[src/rtl/g711_pkg.sv]
package g711_pkg;

  localparam logic [7:0] IDLE_MU = 8'hFF;
  localparam logic [7:0] IDLE_A  = 8'hD5;
  localparam logic [6:0] A_EVEN_INV = 7'h55;

  // segment of a biased mu-law magnitude: bits 6..12 map to segments 1..7
  function automatic logic [2:0] mu_seg(input logic [12:0] b);
    logic [2:0] s;
    s = 3'd0;
    for (int i = 0; i < 7; i++) begin
      if (b[6+i]) s = 3'(i + 1);
    end
    return s;
  endfunction

  // segment of an A-law magnitude: bits 5..11 map to segments 1..7
  function automatic logic [2:0] a_seg(input logic [11:0] m);
    logic [2:0] s;
    s = 3'd0;
    for (int i = 0; i < 7; i++) begin
      if (m[5+i]) s = 3'(i + 1);
    end
    return s;
  endfunction

endpackage

[src/rtl/g711_mu_enc.sv]
module g711_mu_enc #(
  parameter int LIN_W = 14
) (
  input  logic [LIN_W-1:0] sample,
  output logic [7:0]       code
);
  import g711_pkg::*;

  localparam logic [LIN_W-1:0] CLIP = LIN_W'(2**(LIN_W-1) - 34);
  localparam logic [LIN_W-1:0] BIAS = LIN_W'(33);

  logic             neg;
  logic [LIN_W-1:0] mag;
  logic [LIN_W-1:0] lim;
  logic [LIN_W-1:0] biased;
  logic [2:0]       seg;
  logic [LIN_W-1:0] shifted;
  logic [6:0]       uval;

  always_comb begin
    neg     = sample[LIN_W-1];
    mag     = neg ? (~sample + LIN_W'(1)) : sample;
    lim     = (mag > CLIP) ? CLIP : mag;
    biased  = lim + BIAS;
    seg     = mu_seg(biased[12:0]);
    shifted = biased >> ({1'b0, seg} + 4'd1);
    uval    = {seg, shifted[3:0]};
    code    = {~neg, ~uval};
  end

endmodule

[src/rtl/g711_a_enc.sv]
module g711_a_enc #(
  parameter int LIN_W = 14
) (
  input  logic [LIN_W-1:0] sample,
  output logic [7:0]       code
);
  import g711_pkg::*;

  logic [LIN_W-2:0] x;
  logic             neg;
  logic [LIN_W-2:0] m;
  logic [2:0]       seg;
  logic [LIN_W-2:0] shifted;
  logic [3:0]       mant;

  always_comb begin
    x       = sample[LIN_W-1:1];
    neg     = x[LIN_W-2];
    m       = neg ? ~x : x;
    seg     = a_seg(m[11:0]);
    shifted = m >> seg;
    mant    = (seg == 3'd0) ? m[4:1] : shifted[3:0];
    code    = {~neg, {seg, mant} ^ A_EVEN_INV};
  end

endmodule

[src/rtl/g711_mu_dec.sv]
module g711_mu_dec #(
  parameter int LIN_W = 14
) (
  input  logic [7:0]       code,
  output logic [LIN_W-1:0] sample
);

  logic [7:0]       c;
  logic [LIN_W-1:0] t;
  logic [LIN_W-1:0] mag;

  always_comb begin
    c      = ~code;
    t      = (LIN_W'({c[3:0], 1'b1}) + LIN_W'(32)) << c[6:4];
    mag    = t - LIN_W'(33);
    sample = code[7] ? mag : (~mag + LIN_W'(1));
  end

endmodule

[src/rtl/g711_a_dec.sv]
module g711_a_dec #(
  parameter int LIN_W = 14
) (
  input  logic [7:0]       code,
  output logic [LIN_W-1:0] sample
);
  import g711_pkg::*;

  logic [7:0]       a;
  logic [LIN_W-1:0] mag;

  always_comb begin
    a = code ^ {1'b0, A_EVEN_INV};
    if (a[6:4] == 3'd0) mag = LIN_W'({a[3:0], 2'b10});
    else                mag = (LIN_W'({a[3:0], 1'b1}) + LIN_W'(32)) << a[6:4];
    sample = a[7] ? mag : (~mag + LIN_W'(1));
  end

endmodule

[src/rtl/g711_codec.sv]
module g711_codec #(
  parameter int LIN_W = 14
) (
  input  logic             clk,
  input  logic             rst,
  input  logic             law_sel,
  input  logic             enc_valid_i,
  input  logic [LIN_W-1:0] enc_sample_i,
  output logic             enc_valid_o,
  output logic [7:0]       enc_code_o,
  input  logic             dec_valid_i,
  input  logic [7:0]       dec_code_i,
  output logic             dec_valid_o,
  output logic [LIN_W-1:0] dec_sample_o,
  output logic [7:0]       idle_code_o
);
  import g711_pkg::*;

  logic [7:0]       mu_code, a_code;
  logic [LIN_W-1:0] mu_lin, a_lin;

  g711_mu_enc #(.LIN_W(LIN_W)) u_mu_enc (.sample(enc_sample_i), .code(mu_code));
  g711_a_enc  #(.LIN_W(LIN_W)) u_a_enc  (.sample(enc_sample_i), .code(a_code));
  g711_mu_dec #(.LIN_W(LIN_W)) u_mu_dec (.code(dec_code_i), .sample(mu_lin));
  g711_a_dec  #(.LIN_W(LIN_W)) u_a_dec  (.code(dec_code_i), .sample(a_lin));

  always_ff @(posedge clk) begin
    if (rst) begin
      enc_valid_o  <= 1'b0;
      dec_valid_o  <= 1'b0;
      enc_code_o   <= IDLE_MU;
      dec_sample_o <= '0;
      idle_code_o  <= IDLE_MU;
    end else begin
      enc_valid_o <= enc_valid_i;
      dec_valid_o <= dec_valid_i;
      idle_code_o <= law_sel ? IDLE_A : IDLE_MU;
      if (enc_valid_i) enc_code_o   <= law_sel ? a_code : mu_code;
      if (dec_valid_i) dec_sample_o <= law_sel ? a_lin : mu_lin;
    end
  end

endmodule

[config.mk]
export PLATFORM = sky130hd
export DESIGN_NAME = g711_codec
export DESIGN_NICKNAME = d
export VERILOG_FILES = /design/src/rtl/g711_pkg.sv /design/src/rtl/g711_mu_enc.sv /design/src/rtl/g711_a_enc.sv /design/src/rtl/g711_mu_dec.sv /design/src/rtl/g711_a_dec.sv /design/src/rtl/g711_codec.sv
export SDC_FILE = /design/constraint.sdc
export NUM_CORES = 1
export LEC_CHECK = 0
export CAP_MARGIN = 5
export CORE_UTILIZATION = 57
export CTS_CLUSTER_DIAMETER = 200
export DETAILED_ROUTE_END_ITERATION = 7
export PLACE_DENSITY = 0.81
export SYNTH_ARGS = -nofsm -noshare
export SYNTH_HDL_FRONTEND = slang
export SYNTH_HIERARCHICAL = 1
export SYNTH_SLANG_ARGS = --single-unit
export TNS_END_PERCENT = 1
[constraint.sdc]
create_clock -name clk -period 10.6 [get_ports clk]
set_clock_uncertainty 0.2 [all_clocks]
set_input_delay 2.12 -clock clk [delete_from_list [all_inputs] [get_ports clk]]
set_output_delay 2.12 -clock clk [all_outputs]
set_load 0.01 [all_outputs]
==> flow_summary_export.csv <==
group,metric,value,unit
clock_tree,cts_tree,"built",
setup_path,crit_arrival,8.24,ns
clock_tree,cts_num_sinks,25,
yosys,synth_ff_type,"dfxtp_1",
clock_tree,cts-htree-levels,1,
placed_design,port_buffers,53,
timing,final_max_slew_viol_count,0,
setup_path,r2r-start,"enc_code_o[3]",
setup_path,cp_max_fo,16,
yosys,syn_avg_cell_area,7.34,um^2
timing,worst_pin_slew,0.986,ns
yosys,netlist_top_cells_area,"dfxtp_1, mux2i_1, nor2_1, xnor2_1, nand2_1",
setup_path,cp_num_buf_inv,3,
hold_path,min_path_cells,2,
yosys,synth_commonest_cells,"nor2_1, nand2_1, a21oi_1",
yosys,ys_types,107,
setup_path,cp-end-kind,"register",
hold_path,worstHoldEndpoint,"dec_sample_o[12]",
clock_tree,cts_hold_buf,0,
placed_design,place_hpwl,9660,um
setup_path,critical_path_class,"input port to register",
timing,max-slew-margin-rel,34.1,%
setup_path,cp_slowest_stage_delay,0.52,ns
route,vias,5100,
hold_path,worst_hold_path_type,"register to register",
floorplan,die_area,8980,um^2
setup_path,crit_path_start_kind,"input port",
cells_and_area,syn_to_final_growth,7.53,%
power_and_ir_drop,pwr-share-seq,25.8,%
power_and_ir_drop,power-per-cell-area,79.0,nW/um^2
yosys,synth_top_area_cell,"dfxtp_1",
cells_and_area,nFillCells,760,
yosys,netlist_instances,668,
timing,min_period,8.24,ns
cells_and_area,final_util,63.8,%
yosys,ys_ff_latch,25,
job,drv_cap,0,
power_and_ir_drop,p_clk_share,13.1,%
yosys,synth_top_area_share,10.2,%
route,drc,0,
yosys,yosys.cell_count.top_type,"nor2_1",
floorplan,num_io_pins,59,
clock_tree,cts_resized,0,
global_routing,gr-total-overflow,0,
setup_path,cp.required,10.60,ns
power_and_ir_drop,peakVddDrop,0.0000871,V
route,drt-pass1-iter-count,7,
clock_tree,numCtsBuffers,3,
setup_path,rr_endpoint,"enc_code_o[3]",
clock_tree,clockBufferDepth,2,
setup_path,cp_slowest_cell,"clkdlybuf4s50_1",
route,drtIter0Drc,285,
floorplan,die-height,94.7,um
status,status,"completed",
power_and_ir_drop,power.internal,235,uW
timing,final_hold_viol_count,0,
power_and_ir_drop,p_sw,181,uW
yosys,yosysSeqAreaShare,10.2,%
clock_tree,path_clk_slew,0.08,ns
setup_path,crit_family,"compound AO/OA/AOI/OAI gates",
timing,finalSetupViolCount,0,
yosys,synth_area,4900,um^2
hold_path,hp-start,"dec_sample_o[12]",
setup_path,r2r_cells,2,
route,drt_wl_total,13600,um
timing,rsz0062_at_grt,"false",
clock_tree,clock_tree.root_cell,"clkbuf_8",
cells_and_area,drive_gt1_share,10.3,%
floorplan,start_util,59.4,%
route,ant_nets,0,
global_routing,grt_pass1_vias,4583,
power_and_ir_drop,total_power,416,uW
floorplan,row_count,33,
global_routing,grt_usage,30.1,%
route,viasPerCell,6.52,
yosys,synth_edf_count,0,
cells_and_area,n_antenna_cell,0,
global_routing,grt_first_pass_wirelength,22000,um
floorplan,die_w,94.7,um
yosys,async_flop_share,0,%
global_routing,antenna_found_initial,0,
power_and_ir_drop,leakagePower,1.96,nW
clock_tree,post_cts_buffers,0,
yosys,yosys_warnings,6,
cells_and_area,layout.nets,712,
route,wl_per_cell,17.4,um
power_and_ir_drop,comb_power_share,61.1,%
timing,totalNegativeSetupSlack,0,ns
setup_path,crit_chain,"clkdlybuf4s50_1 > inv_1 > ha_1 > nor4bb_1 > a211oi_2 > or3_1 > a21o_1 > nor3_1 > nor2_4 > o211ai_1 > ha_1 > inv_1 > a211o_1 > o32ai_1 > a31oi_2 > a211o_2 > xnor2_4 > a21oi_4 > mux2_1 > nor3b_1 > a31oi_1 > o31ai_1 > mux2i_1 > a21oi_1",
power_and_ir_drop,netSwitchingFraction,43.6,%
clock_tree,clk_latency,0.27,ns
global_routing,grt_max_degree,49,
timing,fmax,121,MHz
floorplan,coreArea,8260,um^2
setup_path,reg2reg_slack,9.65,ns
timing,min_period_over_period,77.7,%
placed_design,finalWeightedCongestion,0.976,
[stage by stage]
step,area (um^2),cells,worst slack (ns),hold WS [ns]
after global routing,5270,782,1.97,0.327
after floorplan,4920,672,3.60,0.305
after detailed placement,5230,778,2.22,0.279
final,5270,782,2.36,0.292
after CTS,5270,782,2.47,0.293
after global placement,5230,778,2.54,0.272
[worst max-delay path by stage]
stage	from	to	slack (ns)	cells past startpoint
floorplan	enc_sample_i[0]	enc_code_o[2]	3.60	24
global route	enc_sample_i[0]	enc_code_o[0]	1.97	24
global placement	enc_sample_i[0]	enc_code_o[2]	2.54	24
CTS	enc_sample_i[0]	enc_code_o[0]	2.47	24
detailed placement	enc_sample_i[1]	enc_code_o[0]	2.22	24
finish	enc_sample_i[1]	enc_code_o[0]	2.36	24
[cell usage in the layout, fill, tap and decap left out, drive strengths merged, types with 4 or more instances in the layout]
cell           netlist  layout
nand3b               5       5
o31ai                8       8
mux2                 6       6
nand2               57      57
nor3b               10      10
o21a                 4       4
o211ai              13      13
clkbuf              11       4
a211o                6       6
nand2b              11      11
xor2                17      17
a221oi               6       6
a21oi               44      44
nor3                28      28
ha                   7       7
or4                  4       4
nor2                65      65
nor2b               11      11
nor4                 6       6
a31oi                9       9
and2                11      11
inv                 24      24
o21ai               49      49
conb                 2       6
o22ai                5       5
xnor2               28      28
o311ai               4       4
and3                 9       9
nand3               19      19
nand4                4       4
clkdlybuf4s50        0      53
mux2i               36      36
a21o                 4       4
buf                 46       6
or3                  9       9
dfxtp               25      25
a211oi              18      18
[metal layers]
| metal | vias to the layer above | share of wire, % | track usage [%] |
|---|---|---|---|
| met5 | - | 0 | 0 |
| met4 | 0 | 2.1 | 8.71 |
| met1 | 2409 | 42 | 38.1 |
| met2 | 212 | 50 | 53.6 |
| met3 | 30 | 6.0 | 3.06 |
| li1 | 2449 | - | - |
[worst min-delay path, cell delays in order, from the launching register on]
cell and delay (ns):
dfxtp_1 0.32, nor2_1 0.08, a211oi_1 0.05
[flip-flops by register name, summed over array words and instances, names as in the netlist]
signal        count
dec_valid_o       1
enc_valid_o       1
enc_code_o        8
dec_sample_o     14
idle_code_o       1
[power by group through the flow]
stage / Sequential [mW] / Clock, mW / Combinational [mW]
2_1_floorplan: 0.113 / 0 / 0.182
3_3_place_gp: 0.109 / 0 / 0.242
3_5_place_dp: 0.109 / 0 / 0.248
4_1_cts: 0.107 / 0.0558 / 0.250
5_1_grt: 0.108 / 0.0592 / 0.276
6_report: 0.107 / 0.0547 / 0.254
[cell type report]
class                   instances  area, um^2  area share, %
multi-input cells             565        3920           74.4
repair buffers                 59         576           10.9
flip-flops and latches         25         500           9.49
well taps                     105         131           2.49
inverters                      24        95.1           1.80
clock buffers                   4        45.0          0.854
[cell families after synthesis]
| family | synth area share (%) |
|---|---|
| xor+xnor | 8.96 |
| compound gates | 31.1 |
| simple gates | 28.7 |
| buf+inv | 10.1 |
| mux | 9.04 |
| fa+ha+maj | 1.79 |
| other cells | 0.153 |
| flops | 10.2 |
Power figures use the tool's default switching activity.
